File: src/rtl/pswallow_pkg.sv
package pswallow_pkg;

   typedef enum logic [1:0] {
      PS_8   = 2'd0,
      PS_16  = 2'd1,
      PS_32  = 2'd2,
      PS_BAD = 2'd3
   } psel_e;

endpackage

File: src/rtl/pswallow_cfg.sv
// Settings stage: validates incoming settings at the period boundary and
// holds the settings in force for the running period.
module pswallow_cfg
   import pswallow_pkg::*;
#(
   parameter int A_W      = 6,
   parameter int B_W      = 13,
   parameter int RST_PSEL = 0,
   parameter int RST_A    = 1,
   parameter int RST_B    = 2
) (
   input  logic           clk,
   input  logic           rst_n,
   input  logic           load,
   input  logic [1:0]     in_psel,
   input  logic [A_W-1:0] in_a,
   input  logic [B_W-1:0] in_b,
   output logic [1:0]     act_psel,
   output logic [A_W-1:0] act_a,
   output logic [B_W-1:0] act_b,
   output logic [A_W-1:0] nxt_a,
   output logic [B_W-1:0] nxt_b,
   output logic           err
);
   localparam int EXT = B_W - A_W;

   generate
      if (B_W <= A_W) begin : g_bad_width
         $error("pswallow_cfg: B_W must exceed A_W");
      end
      if (RST_B <= RST_A) begin : g_bad_rst
         $error("pswallow_cfg: reset B must exceed reset A");
      end
      if (RST_PSEL < 0 || RST_PSEL > 2) begin : g_bad_psel
         $error("pswallow_cfg: reset prescaler code out of range");
      end
   endgenerate

   logic in_ok;

   always_comb begin
      in_ok = (in_psel != PS_BAD) && (in_b > {{EXT{1'b0}}, in_a});
      nxt_a = in_ok ? in_a : act_a;
      nxt_b = in_ok ? in_b : act_b;
   end

   always_ff @(posedge clk or negedge rst_n) begin
      if (!rst_n) begin
         act_psel <= 2'(RST_PSEL);
         act_a    <= A_W'(RST_A);
         act_b    <= B_W'(RST_B);
         err      <= 1'b0;
      end else if (load) begin
         err <= !in_ok;
         if (in_ok) begin
            act_psel <= in_psel;
            act_a    <= in_a;
            act_b    <= in_b;
         end
      end
   end

endmodule

File: src/rtl/pswallow_pre.sv
// Dual-modulus prescaler model: counts P or P+1 input cycles per turn.
module pswallow_pre #(
   parameter int PC_W  = 6,
   parameter int P_MIN = 8,
   parameter int NUM_P = 3
) (
   input  logic       clk,
   input  logic       rst_n,
   input  logic [1:0] psel,
   input  logic       swallow,
   output logic       wrap
);
   generate
      if (NUM_P < 1 || NUM_P > 3) begin : g_bad_nump
         $error("pswallow_pre: NUM_P must be 1..3");
      end
      if (((P_MIN << (NUM_P - 1)) + 1) >= (1 << PC_W)) begin : g_bad_pcw
         $error("pswallow_pre: PC_W too narrow for largest modulus");
      end
   endgenerate

   logic [PC_W-1:0] p_tab [4];

   generate
      for (genvar g = 0; g < 4; g++) begin : g_tab
         if (g < NUM_P) begin : g_used
            assign p_tab[g] = PC_W'(P_MIN << g);
         end else begin : g_spare
            assign p_tab[g] = PC_W'(P_MIN);
         end
      end
   endgenerate

   logic [PC_W-1:0] pc;
   logic [PC_W-1:0] mod_last;

   always_comb begin
      mod_last = p_tab[psel] + {{(PC_W-1){1'b0}}, swallow} - PC_W'(1);
      wrap     = (pc == mod_last);
   end

   always_ff @(posedge clk or negedge rst_n) begin
      if (!rst_n)    pc <= '0;
      else if (wrap) pc <= '0;
      else           pc <= pc + PC_W'(1);
   end

endmodule

File: src/rtl/pswallow_cnt.sv
// Swallow (A) and main (B) down-counters, stepped once per prescaler turn.
module pswallow_cnt #(
   parameter int A_W   = 6,
   parameter int B_W   = 13,
   parameter int RST_A = 1,
   parameter int RST_B = 2
) (
   input  logic           clk,
   input  logic           rst_n,
   input  logic           step,
   input  logic           load,
   input  logic [A_W-1:0] ld_a,
   input  logic [B_W-1:0] ld_b,
   output logic           a_live,
   output logic           b_last
);
   logic [A_W-1:0] a_cnt;
   logic [B_W-1:0] b_cnt;

   always_comb begin
      a_live = (a_cnt != '0);
      b_last = (b_cnt == B_W'(1));
   end

   always_ff @(posedge clk or negedge rst_n) begin
      if (!rst_n) begin
         a_cnt <= A_W'(RST_A);
         b_cnt <= B_W'(RST_B);
      end else if (load) begin
         a_cnt <= ld_a;
         b_cnt <= ld_b;
      end else if (step) begin
         if (a_live) a_cnt <= a_cnt - A_W'(1);
         b_cnt <= b_cnt - B_W'(1);
      end
   end

endmodule

File: src/rtl/pswallow_div.sv
module pswallow_div
   import pswallow_pkg::*;
#(
   parameter int A_W      = 6,
   parameter int B_W      = 13,
   parameter int P_MIN    = 8,
   parameter int NUM_P    = 3,
   parameter int RST_PSEL = 0,
   parameter int RST_A    = 1,
   parameter int RST_B    = 2
) (
   input  logic           clk,
   input  logic           rst_n,
   input  logic [1:0]     p_code,
   input  logic [A_W-1:0] a_val,
   input  logic [B_W-1:0] b_val,
   output logic           div_pulse,
   output logic           mod_ctl,
   output logic           cfg_err
);
   localparam int P_MAX = P_MIN << (NUM_P - 1);
   localparam int PC_W  = $clog2(P_MAX + 2);

   logic [1:0]     act_psel;
   logic [A_W-1:0] act_a;
   logic [B_W-1:0] act_b;
   logic [A_W-1:0] nxt_a;
   logic [B_W-1:0] nxt_b;
   logic           wrap;
   logic           a_live;
   logic           b_last;

   assign div_pulse = wrap && b_last;
   assign mod_ctl   = a_live;

   pswallow_cfg #(
      .A_W(A_W), .B_W(B_W),
      .RST_PSEL(RST_PSEL), .RST_A(RST_A), .RST_B(RST_B)
   ) u_cfg (
      .clk(clk), .rst_n(rst_n), .load(div_pulse),
      .in_psel(p_code), .in_a(a_val), .in_b(b_val),
      .act_psel(act_psel), .act_a(act_a), .act_b(act_b),
      .nxt_a(nxt_a), .nxt_b(nxt_b), .err(cfg_err)
   );

   pswallow_pre #(
      .PC_W(PC_W), .P_MIN(P_MIN), .NUM_P(NUM_P)
   ) u_pre (
      .clk(clk), .rst_n(rst_n), .psel(act_psel),
      .swallow(a_live), .wrap(wrap)
   );

   pswallow_cnt #(
      .A_W(A_W), .B_W(B_W), .RST_A(RST_A), .RST_B(RST_B)
   ) u_cnt (
      .clk(clk), .rst_n(rst_n), .step(wrap), .load(div_pulse),
      .ld_a(nxt_a), .ld_b(nxt_b), .a_live(a_live), .b_last(b_last)
   );

endmodule

File: config.mk
export PLATFORM = sky130hd
export DESIGN_NAME = pswallow_div
export DESIGN_NICKNAME = d
export VERILOG_FILES = /design/src/rtl/pswallow_pkg.sv /design/src/rtl/pswallow_cfg.sv /design/src/rtl/pswallow_pre.sv /design/src/rtl/pswallow_cnt.sv /design/src/rtl/pswallow_div.sv
export SDC_FILE = /design/constraint.sdc
export NUM_CORES = 1
export LEC_CHECK = 0
export ABC_AREA = 0
export BUFFER_PORTS_ARGS = -buffer_cell sky130_fd_sc_hd__clkbuf_2
export CAP_MARGIN = 5
export CORE_MARGIN = 2
export CORE_UTILIZATION = 50
export DETAILED_ROUTE_END_ITERATION = 7
export PLACE_DENSITY = 0.83
export SLEW_MARGIN = 25
export SYNTH_ARGS = -nofsm -noshare
export SYNTH_HDL_FRONTEND = slang
export SYNTH_HIERARCHICAL = 1
export SYNTH_SLANG_ARGS = --single-unit
File: constraint.sdc
create_clock -name clk -period 3.4 [get_ports clk]
set_input_delay 0.51 -clock clk [delete_from_list [all_inputs] [get_ports clk]]
set_output_delay 0.51 -clock clk [all_outputs]
set_load 0.02 [all_outputs]
==> impl_metrics.env <==
export IMPL_status="completed"
export IMPL_grt_max_degree=36
export IMPL_worst_slew_pin_slew_ns=0.861
export IMPL_end_kind="flop"
export IMPL_portBuffers=25
export IMPL_final_cell_mix="43 x dfrtp_1, 38 x mux2_2, 24 x clkbuf_2, 20 x buf_4, 16 x nor2_1"
export IMPL_dr_pass1_iters=4
export IMPL_critPathMaxFanout=6
export IMPL_path_cells="inv_2 > ha_2 > nor4b_4 > nand2b_1 > or4b_1 > o21ai_1 > nor4bb_4 > buf_4 > buf_4 > or3b_4 > or4_1 > a31oi_1"
export IMPL_clock_latency_ns=0.30
export IMPL_die_h_um=80.0
export IMPL_skew_ns=0.00871
export IMPL_synth_top_area_cell="dfrtp_1"
export IMPL_fin_crit_ns=3.31
export IMPL_vias_per_cell=5.99
export IMPL_detailedPlace_worstSlack_ns=-0.217
export IMPL_synthCells=269
export IMPL_gp_congestion=0.859
export IMPL_vdd_drop_max_uv=321
export IMPL_syn_num_nets=307
export IMPL_route_detailed_drc=0
export IMPL_max_cap_violations=0
export IMPL_clkPwrFrac_pct=35.8
export IMPL_min_path_type="in2async"
export IMPL_cts_buffers=5
export IMPL_grt_pass1_vias=2267
export IMPL_wl_um=6690
export IMPL_fillerInstances=433
export IMPL_crit_path_start_kind="flop"
export IMPL_clock_sinks=47
export IMPL_io_pins=26
export IMPL_cpLargestDelayFamily="simple AND/OR/NAND/NOR gates"
export IMPL_ys_ff_latch=47
export IMPL_num_vias=2308
export IMPL_yosysWarnings=6
export IMPL_num_antenna_cells=0
export IMPL_path_common_cell="buf_4"
export IMPL_cp_required_ns=3.63
export IMPL_cp_slowest_cell="dfstp_2"
export IMPL_internal_power_w=0.000789
export IMPL_track_usage_pct=21.9
export IMPL_finalWorstSetupSlack_ns=0.0902
export IMPL_antenna_found_initial=0
export IMPL_cts_max_level=2
export IMPL_maxSlewViolCount=0
export IMPL_final_nets=350
export IMPL_synth_area_leaders="dfrtp_1 37%, mux2_2 15%, ha_1 6.5%, dfstp_2 3.6%, nor2_1 2.1%"
export IMPL_critical_path_max_stage_delay_ns=0.57
export IMPL_combPwrFrac_pct=8.4
export IMPL_mappedNetlistArea_um2=2890
export IMPL_worstPathArrival_ns=3.54
export IMPL_hold_buffers=0
export IMPL_cts_root_buf="clkbuf_8"
export IMPL_core_um2=5540
export IMPL_syn_avg_cell_area_um2=10.7
export IMPL_grt_pass1_wl_um=10700
export IMPL_power_density_nw_per_um2=300
export IMPL_synth_flop_cell="dfrtp_1"
export IMPL_p_sw_w=0.000236
export IMPL_seq_area_um2=1180
export IMPL_final_common_cell="dfrtp_1"
export IMPL_multi_input_area_um2=1680
export IMPL_row_count=27
export IMPL_max_freq_mhz=302
export IMPL_wire_per_inst_um=17.4
export IMPL_finalCritPeriodShare_pct=97.3
export IMPL_yosysSeqAreaShare_pct=40.9
export IMPL_cts_path_max_buffers=2
export IMPL_grt_ovfl_total=0
export IMPL_hpwl_um=4530
export IMPL_ant_nets=0
export IMPL_switching_share_pct=23.0
export IMPL_cts_tree="built"
export IMPL_hold_violations=0
export IMPL_cp_num_buf_inv=3
export IMPL_path_class="reg2reg"
export IMPL_fin_util_pct=61.6
export IMPL_seqPwrFrac_pct=55.8
export IMPL_syn_to_final_growth_pct=18.2
export IMPL_setup_viol=0
export IMPL_die_w_um=80.0
export IMPL_synth_edff_count=0
export IMPL_yosys_cell_types_count=58
export IMPL_max_slew_margin_pct=42.6
export IMPL_leakagePower_nw=1.52
export IMPL_async_flop_share_pct=100
export IMPL_drive_gt1_share_pct=37.4
export IMPL_floorplan_initialDensity_pct=52.1
export IMPL_clkTransAtPathRegs_ns=0.09
export IMPL_die_area_um2=6400
export IMPL_synth_top_area_share_pct=37.3
export IMPL_drt_iter0_drc=180
==> power groups by stage <==
stage / Combinational, W / Sequential, W / Clock [W]
after detailed placement: 0.0000854 / 0.000582 / 0
final: 0.0000861 / 0.000572 / 0.000367
after global routing: 0.0000958 / 0.000573 / 0.000402
after floorplan: 0.0000435 / 0.000580 / 0
after CTS: 0.0000862 / 0.000571 / 0.000375
after global placement: 0.0000822 / 0.000581 / 0
==> stage by stage <==
step                      instances  total power, W  TNS, ns  area [µm²]  hold WS [ns]
after global placement          367        0.000664  -0.0267        3150         0.468
after CTS                       384         0.00103        0        3350         0.330
final                           385         0.00103        0        3410         0.306
after detailed placement        368        0.000667    -3.58        3170         0.474
after floorplan                 269        0.000623        0        2900         0.214
after global routing            385         0.00107  -0.0282        3410         0.388
==> registers in the layout, summed over array words and instances, names as in the netlist <==
signal / cells
u_cfg/act_b: 13
u_cnt/b_cnt: 13
u_cfg/act_a: 6
u_cnt/a_cnt: 6
u_pre/pc: 6
u_cfg/act_psel: 2
u_cfg/err: 1
==> final cells by class <==
class                   count  share of cell area, %
repair buffers             46                   8.80
multi-input cells         197                   49.3
flip-flops and latches     47                   34.6
clock buffers               8                   2.93
inverters                  15                   1.72
well taps                  72                   2.64
==> final timing paths <==
path	from	endpoint	slack, ns	depth (start not counted)
setup reg to reg	u_cnt/a_cnt[0]$_DFFE_PN1P_	u_cnt/b_cnt[7]$_DFFE_PN0P_	0.09	12
min in group clk	p_code[0]	u_cfg/act_psel[0]$_DFFE_PN0P_	0.46	2
hold reg to reg	u_pre/pc[0]$_DFF_PN0_	u_pre/pc[0]$_DFF_PN0_	0.49	1
hold / removal	rst_n	u_pre/pc[5]$_DFF_PN0_	0.31	1
setup / recovery	u_cnt/a_cnt[0]$_DFFE_PN1P_	u_cnt/b_cnt[7]$_DFFE_PN0P_	0.09	12
max in group asynchronous	rst_n	u_cnt/b_cnt[2]$_DFFE_PN0P_	2.37	2
==> layer usage <==
| metal | wire [µm] | track usage, % |
|---|---|---|
| met1 | 2860 | 28.4 |
| met5 | 0 | 0 |
| met2 | 3300 | 36.1 |
| met4 | 108 | 8.64 |
| met3 | 426 | 4.30 |
==> what timing repair did <==
item                                    in CTS  in global routing
pin swaps                                    1                  6
gates resized for setup                      5                 12
cloned                                       0                  0
endpoints found under the setup margin      34                 27
setup buffers                                8                  1
hold endpoints to repair                     0                  0
==> Yosys cell counts, types with 2 or more instances <==
| cell | n |
|---|---|
| dfrtp_1 | 43 |
| mux2_2 | 38 |
| nor2_1 | 16 |
| ha_1 | 15 |
| inv_1 | 14 |
| nand2_1 | 12 |
| o21ai_0 | 10 |
| or4_1 | 8 |
| a31oi_1 | 7 |
| nand3_1 | 7 |
| xnor2_1 | 6 |
| clkbuf_1 | 5 |
| nor2b_1 | 5 |
| nor3_1 | 5 |
| and2_1 | 4 |
| dfstp_2 | 4 |
| o211ai_1 | 4 |
| o31ai_1 | 4 |
| or4b_1 | 4 |
| a21oi_1 | 3 |
| buf_4 | 3 |
| nand3b_1 | 3 |
| nor4_1 | 3 |
| nor4b_1 | 3 |
| or2_2 | 3 |
| xor2_1 | 3 |
| and3_1 | 2 |
| nand4_1 | 2 |
| o21a_1 | 2 |
| o41ai_1 | 2 |
| or3_1 | 2 |
==> cell families (layout without fill, tap and decap cells) <==
family / after synthesis / in the layout / synth area share [%]
mux: 39 / 39 / 15.2
fa+ha+maj: 15 / 15 / 6.50
flops: 47 / 47 / 40.9
simple gates: 89 / 89 / 18.8
buf+inv: 25 / 69 / 3.94
xor+xnor: 10 / 10 / 3.51
compound gates: 44 / 44 / 11.1
(Power assumes the default switching activity.)
